--- config.mk ---
export PLATFORM = sky130hd
export DESIGN_NAME = tu_fill_sched
export DESIGN_NICKNAME = d
export VERILOG_FILES = /design/src/rtl/tu_fill_pkg.sv /design/src/rtl/tu_fill_acc.sv /design/src/rtl/tu_fill_wait.sv /design/src/rtl/tu_fill_slots.sv /design/src/rtl/tu_fill_sched.sv
export SDC_FILE = /design/constraint.sdc
export NUM_CORES = 1
export LEC_CHECK = 0
export BUFFER_PORTS_ARGS = -buffer_cell sky130_fd_sc_hd__buf_4
export CORE_ASPECT_RATIO = 0.9
export CORE_MARGIN = 4
export CORE_UTILIZATION = 64
export DETAILED_ROUTE_END_ITERATION = 10
export PLACE_DENSITY = 0.86
export SLEW_MARGIN = 25
export SYNTH_ARGS = -nofsm -noshare
export SYNTH_HDL_FRONTEND = slang
export SYNTH_SLANG_ARGS = --single-unit
--- constraint.sdc ---
create_clock -name clk -period 8.3 [get_ports clk]
set_clock_uncertainty 0.1 [all_clocks]
set_input_delay 1.245 -clock clk [delete_from_list [all_inputs] [get_ports clk]]
set_output_delay 1.245 -clock clk [all_outputs]
set_load 0.02 [all_outputs]
--- src/rtl/tu_fill_pkg.sv ---
package tu_fill_pkg;
  typedef enum logic [1:0] {
    ST_IDLE = 2'd0,
    ST_WAIT = 2'd1,
    ST_RUN  = 2'd2
  } sched_state_e;
endpackage

--- src/rtl/tu_fill_acc.sv ---
// Fractional accumulator and per-unit fill register.
module tu_fill_acc #(
  parameter int TUW   = 7,
  parameter int FRACW = 10
) (
  input  logic             clk,
  input  logic             rst_n,
  input  logic             clear,
  input  logic             advance,
  input  logic [TUW-1:0]   min_load,
  input  logic [TUW-1:0]   tu_load,
  input  logic [TUW-1:0]   min_run,
  input  logic [TUW-1:0]   tu_run,
  input  logic [FRACW-1:0] frac_run,
  output logic [TUW:0]     fill_o
);
  logic [FRACW-1:0] acc_q;
  logic [FRACW:0]   sum;
  logic [TUW:0]     fill_q;

  function automatic logic [TUW:0] clamp_fill(input logic [TUW-1:0] m,
                                              input logic c,
                                              input logic [TUW-1:0] t);
    logic [TUW:0] s;
    s = {1'b0, m} + {{TUW{1'b0}}, c};
    return (s > {1'b0, t}) ? {1'b0, t} : s;
  endfunction

  always_comb sum = {1'b0, acc_q} + {1'b0, frac_run};

  always_ff @(posedge clk) begin
    if (!rst_n) begin
      acc_q  <= '0;
      fill_q <= '0;
    end else if (clear) begin
      acc_q  <= '0;
      fill_q <= clamp_fill(min_load, 1'b0, tu_load);
    end else if (advance) begin
      acc_q  <= sum[FRACW-1:0];
      fill_q <= clamp_fill(min_run, sum[FRACW], tu_run);
    end
  end

  assign fill_o = fill_q;


  fill_step_chk: assert property (@(posedge clk) disable iff (!rst_n)
    advance && !clear && ({1'b0, min_run} < {1'b0, tu_run})
    |=> (fill_q == {1'b0, $past(min_run)}) ||
        (fill_q == {1'b0, $past(min_run)} + 1'b1));
endmodule

--- src/rtl/tu_fill_wait.sv ---
// Per-line start-up hold-off counter.
module tu_fill_wait #(
  parameter int TUW = 7
) (
  input  logic           clk,
  input  logic           rst_n,
  input  logic           load,
  input  logic [TUW-1:0] len,
  output logic           busy,
  output logic           expire
);
  logic [TUW-1:0] cnt_q;

  always_ff @(posedge clk) begin
    if (!rst_n)             cnt_q <= '0;
    else if (load)          cnt_q <= len;
    else if (cnt_q != '0)   cnt_q <= cnt_q - 1'b1;
  end

  assign busy   = (cnt_q != '0);
  assign expire = (cnt_q == TUW'(1));


  wait_countdown_chk: assert property (@(posedge clk) disable iff (!rst_n)
    !load && (cnt_q != '0) |=> cnt_q == $past(cnt_q) - 1'b1);
endmodule

--- src/rtl/tu_fill_slots.sv ---
// Slot index within a unit and remaining data slots in the line.
module tu_fill_slots #(
  parameter int TUW   = 7,
  parameter int LINEW = 16
) (
  input  logic             clk,
  input  logic             rst_n,
  input  logic             load,
  input  logic             step,
  input  logic             is_data,
  input  logic [LINEW-1:0] count_load,
  input  logic [TUW-1:0]   tu_run,
  output logic [TUW-1:0]   idx_o,
  output logic [LINEW-1:0] left_o,
  output logic             tu_last_o
);
  logic [TUW-1:0]   idx_q;
  logic [LINEW-1:0] left_q;

  assign tu_last_o = (idx_q == tu_run - 1'b1);

  always_ff @(posedge clk) begin
    if (!rst_n) begin
      idx_q  <= '0;
      left_q <= '0;
    end else if (load) begin
      idx_q  <= '0;
      left_q <= count_load;
    end else if (step) begin
      idx_q  <= tu_last_o ? '0 : idx_q + 1'b1;
      left_q <= left_q - LINEW'(is_data);
    end
  end

  assign idx_o  = idx_q;
  assign left_o = left_q;


  left_monotone_chk: assert property (@(posedge clk) disable iff (!rst_n)
    !load |=> left_q <= $past(left_q));
endmodule

--- src/rtl/tu_fill_sched.sv ---
module tu_fill_sched
  import tu_fill_pkg::*;
#(
  parameter int TU_W     = 7,
  parameter int FRAC_W   = 10,
  parameter int LINE_W   = 16,
  parameter int TU_RESET = 64
) (
  input  logic              clk,
  input  logic              rst_n,
  input  logic [TU_W-1:0]   cfg_tu_size,
  input  logic [TU_W-1:0]   cfg_min_bytes,
  input  logic [FRAC_W-1:0] cfg_frac,
  input  logic [TU_W-1:0]   cfg_init_wait,
  input  logic [LINE_W-1:0] cfg_line_slots,
  input  logic              line_start,
  input  logic              slot_ready,
  output logic              slot_valid,
  output logic              slot_is_data,
  output logic              slot_is_stuff,
  output logic              line_end,
  output logic              buf_req
);
  sched_state_e      state_q, state_d;
  logic [TU_W-1:0]   tu_q, min_q;
  logic [FRAC_W-1:0] frac_q;
  logic [TU_W-1:0]   tu_in;
  logic              accept, fire;
  logic              wait_busy, wait_expire;
  logic [TU_W:0]     fill;
  logic [TU_W-1:0]   idx;
  logic [LINE_W-1:0] left, left_after;
  logic              tu_last;

  assign tu_in  = cfg_tu_size & ~TU_W'(1);
  assign accept = (state_q == ST_IDLE) && line_start;

  assign slot_valid    = (state_q == ST_RUN);
  assign slot_is_data  = slot_valid && ({1'b0, idx} < fill) && (left != '0);
  assign slot_is_stuff = slot_valid && !slot_is_data;
  assign left_after    = left - LINE_W'(slot_is_data);
  assign line_end      = slot_valid && tu_last && (left_after == '0);
  assign fire          = slot_valid && slot_ready;
  assign buf_req       = fire && slot_is_data;

  always_comb begin
    state_d = state_q;
    unique case (state_q)
      ST_IDLE: if (accept) state_d = (cfg_init_wait == '0) ? ST_RUN : ST_WAIT;
      ST_WAIT: if (wait_expire) state_d = ST_RUN;
      ST_RUN:  if (fire && line_end) state_d = ST_IDLE;
      default: state_d = ST_IDLE;
    endcase
  end

  always_ff @(posedge clk) begin
    if (!rst_n) begin
      state_q <= ST_IDLE;
      tu_q    <= TU_W'(TU_RESET);
      min_q   <= '0;
      frac_q  <= '0;
    end else begin
      state_q <= state_d;
      if (accept) begin
        tu_q   <= tu_in;
        min_q  <= cfg_min_bytes;
        frac_q <= cfg_frac;
      end
    end
  end

  tu_fill_acc #(.TUW(TU_W), .FRACW(FRAC_W)) acc_i (
    .clk(clk), .rst_n(rst_n),
    .clear(accept), .advance(fire && tu_last),
    .min_load(cfg_min_bytes), .tu_load(tu_in),
    .min_run(min_q), .tu_run(tu_q), .frac_run(frac_q),
    .fill_o(fill)
  );

  tu_fill_wait #(.TUW(TU_W)) wait_i (
    .clk(clk), .rst_n(rst_n),
    .load(accept), .len(cfg_init_wait),
    .busy(wait_busy), .expire(wait_expire)
  );

  tu_fill_slots #(.TUW(TU_W), .LINEW(LINE_W)) slots_i (
    .clk(clk), .rst_n(rst_n),
    .load(accept), .step(fire), .is_data(slot_is_data),
    .count_load(cfg_line_slots), .tu_run(tu_q),
    .idx_o(idx), .left_o(left), .tu_last_o(tu_last)
  );


  no_req_in_wait_chk: assert property (@(posedge clk) disable iff (!rst_n)
    wait_busy |-> !slot_valid && !buf_req);


  stall_hold_chk: assert property (@(posedge clk) disable iff (!rst_n)
    slot_valid && !slot_ready
    |=> slot_valid && $stable(slot_is_data) && $stable(line_end));


  stuff_tail_chk: assert property (@(posedge clk) disable iff (!rst_n)
    fire && !slot_is_data && !tu_last |=> !slot_is_data);


  start_ignored_chk: assert property (@(posedge clk) disable iff (!rst_n)
    slot_valid && !(fire && line_end) |=> slot_valid);
endmodule

==> impl_metrics.py <==
metrics = {
    "cells_and_area": {
        "fill_cells": 525,
        "drive_gt1_frac": 0.1402,
        "n_antenna_cell": 0,
        "area_growth_pct": 13.25,
        "layout_commonest_cell": "nand2_1",
        "fin_nets": 740,
        "stdcell_count": 749,
        "multi_input_comb_area_um2": 3068,
        "mostFrequentLayoutCells": "83 x nand2_1, 73 x dfxtp_1, 66 x a21oi_1",
        "regArea_um2": 1461,
    },
    "timing": {
        "finalCriticalPeriod_ns": 5.798,
        "rsz0062_at_grt": "no",
        "fin_tns_setup_ns": 0,
        "drv_slew": 0,
        "max_slew.worst_pin.slew_ns": 0.9005,
        "finalSetupViolCount": 0,
        "setup_slack_ns": 2.502,
        "relSlewSlack": 0.3997,
        "finalHoldViolations": 0,
        "fmax_mhz": 172.5,
        "period_share": 0.6986,
    },
    "synthesis": {
        "synthArstFlopShare": 0,
        "synth-seq-area-share": 0.3058,
        "synth.area.top_cells": "dfxtp_1 31%, ha_1 9.7%, a21oi_1 6.9%",
        "synth-compound-area-share": 0.2388,
        "synth_cell_types": 67,
        "syn_area_um2": 4778,
        "synthAdderAreaFrac": 0.1011,
        "post-synth-top-area-cell": "dfxtp_1",
        "syn_inst": 611,
        "avgSynthCellArea_um2": 7.821,
        "synth_simple_gate_area_frac": 0.2234,
        "synth_top_area_share": 0.3058,
        "ys_warn_count": 0,
        "syn-num-nets": 700,
        "synth_xor_area_frac": 0.05865,
        "synthFlopType": "dfxtp_1",
        "synth_seq_cells": 73,
        "synth_top_family_by_area": "compound AO/OA/AOI/OAI gates",
        "synth_edf_count": 0,
        "synthMuxAreaShare": 0.01911,
    },
    "detailed_routing": {
        "routed-via-count": 4695,
        "vias_per_cell": 6.268,
        "drt_first_iter_violations": 277,
        "wl_um": 12140,
        "first_pass_iters": 5,
        "drc": 0,
        "ant_nets": 0,
        "wire_per_inst_um": 16.21,
    },
    "floorplanning": {
        "die-area_um2": 8914,
        "fp-row-count": 29,
        "coreArea_um2": 7148,
        "io_pins": 56,
        "die_w_um": 99.08,
        "die_y_um": 89.97,
        "start_util": 0.6685,
    },
    "grt": {
        "grt_pass1_vias": 4439,
        "grt_max_degree": 53,
        "antenna_found_initial": 0,
        "grt_pass1_wl_um": 20100,
        "grt_overflow": 0,
        "track_usage": 0.2667,
    },
    "hold_path": {
        "min_to": "min_q[0]",
        "hold_path.class": "register to register",
        "hold_start": "min_q[0]",
        "min_path_cells": 2,
    },
    "placed_design": {
        "pre_cts_ws_ns": 3.038,
        "dp.cells": 733,
        "place_hpwl_um": 8752,
        "gp_congestion": 0.9105,
        "io_buffers": 54,
    },
    "power": {
        "p_leak_nw": 2.210,
        "powerDensity_nw_per_um2": 181.4,
        "max-vdd-ir-drop_mv": 0.1243,
    },
    "clocking": {
        "clock_path_buffers": 2,
        "cts_tree": "done",
        "h-tree-depth": 3,
        "clkTransAtPathRegs_ns": 0.08,
        "cts_made_buffers": 9,
        "cts_setup_buffers": 0,
        "clk_latency_ns": 0.36,
        "cts_hold_buf": 0,
        "cts_root_buf": "clkbuf_8",
        "clock-sinks": 73,
        "ctsResizeCount": 0,
    },
    "critical_path": {
        "end_kind": "primary output",
        "r2r_slack_ns": 3.11,
        "startpoint_type": "register",
        "cp.required_ns": 6.95,
        "r2r-end": "acc_i.fill_o[1]",
        "r2r_start": "frac_q[0]",
        "crit_fanout": 8,
        "critPathKind": "register to primary output",
        "reg2reg_depth": 20,
        "critical_path_arrival_ns": 4.45,
    },
    "run_status": {
        "status": "finished, final reports clean",
    },
    "run": {
        "max_cap_violations": 0,
    },
}
[sequential cells by signal (all words and copies together), names as in the netlist]
| signal | cells |
|---|---|
| acc_i.acc_q | 10 |
| acc_i.fill_o | 8 |
| frac_q | 10 |
| min_q | 7 |
| slots_i.idx_o | 7 |
| slots_i.left_o | 16 |
| state_q | 2 |
| tu_q | 6 |
| wait_i.cnt_q | 7 |
[cell usage after synthesis (3+ instances only)]
library cell	instances
nand2_1	83
nand4_1	6
and3_1	3
nand2b_1	5
a21oi_1	66
nor3_1	18
a211oi_1	12
dfxtp_1	73
nor3b_1	3
a31oi_1	11
a21o_1	9
xor2_1	12
or3_1	5
a2111oi_2	4
inv_1	31
clkbuf_1	21
ha_1	37
and2_1	4
xnor2_1	20
nor2b_1	4
nand4b_1	4
nor2_1	48
mux2i_1	8
a21boi_0	6
o211ai_1	4
nor4_1	6
o21ai_0	30
nand3b_1	4
a221oi_1	6
buf_1	4
nand3_1	17
a32oi_1	3
[kinds of logic (layout without fill, tap and decap cells)]
logic type	count (synthesis)	in the layout
flip-flops	73	73
multiplexers	9	9
adder cells (fa/ha/maj)	38	38
AND/OR/NAND/NOR	222	222
AO/OA/AOI/OAI	175	175
buffers and inverters	62	107
XOR/XNOR	32	32
[through the flow]
stage	hold slack [ns]	utilization	total power, mW	area, um2
floorplan	0.3400	-	0.6134	4778
global placement	0.3459	0.7287	0.6779	5209
detailed placement	0.3546	0.7287	0.6908	5209
CTS	0.3683	0.7570	0.9778	5411
global route	0.3875	0.7570	1.033	5411
finish	0.3687	0.7570	0.9817	5411
[worst max-delay path: stages, from the launching register on]
cell	delay (ns)
dfxtp_1	0.38
nor4_1	0.77
and3_1	0.37
nand3_1	0.15
nand2_1	0.10
a21oi_1	0.05
ha_1	0.28
ha_1	0.32
or4b_2	0.66
a21oi_1	0.16
o211ai_1	0.12
a2111oi_2	0.49
buf_4	0.23
[layout make-up]
type,instances,area share
Multi-Input combinational cell,476,0.5669
Sequential cell,73,0.2701
Timing Repair Buffer,59,0.08185
Clock buffer,9,0.02289
Inverter,32,0.02220
Tap cell,93,0.02150
Clock inverter,7,0.01457
[worst max path at each step]
stage,endpoint,slack (ns),cells after the start,startpoint
2_1_floorplan,line_end,3.28,13,slots_i.left_o[2]
3_3_place_gp,line_end,3.11,12,slots_i.left_o[6]
3_5_place_dp,line_end,3.04,12,slots_i.left_o[6]
4_1_cts,line_end,2.62,12,slots_i.left_o[6]
5_1_grt,line_end,2.25,12,slots_i.left_o[6]
6_report,line_end,2.50,12,slots_i.left_o[6]
[per-layer routing]
layer | wire, um | GRT usage | up-vias | share of wire
li1 | - | - | 2272 | -
met1 | 5127 | 0.3325 | 2194 | 0.42
met2 | 5845 | 0.4541 | 197 | 0.48
met3 | 916 | 0.06347 | 32 | 0.075
met4 | 250 | 0.07964 | 0 | 0.021
met5 | 0 | 0 | - | 0
[where the power goes]
group	leakage, nW	total (mW)	internal (mW)	switching (mW)
Sequential	0.598	0.413	0.381	0.0323
Clock	0.0925	0.290	0.141	0.149
Combinational	1.52	0.279	0.115	0.163
Total	2.21	0.982	0.637	0.344
(Power assumes the default switching activity.)
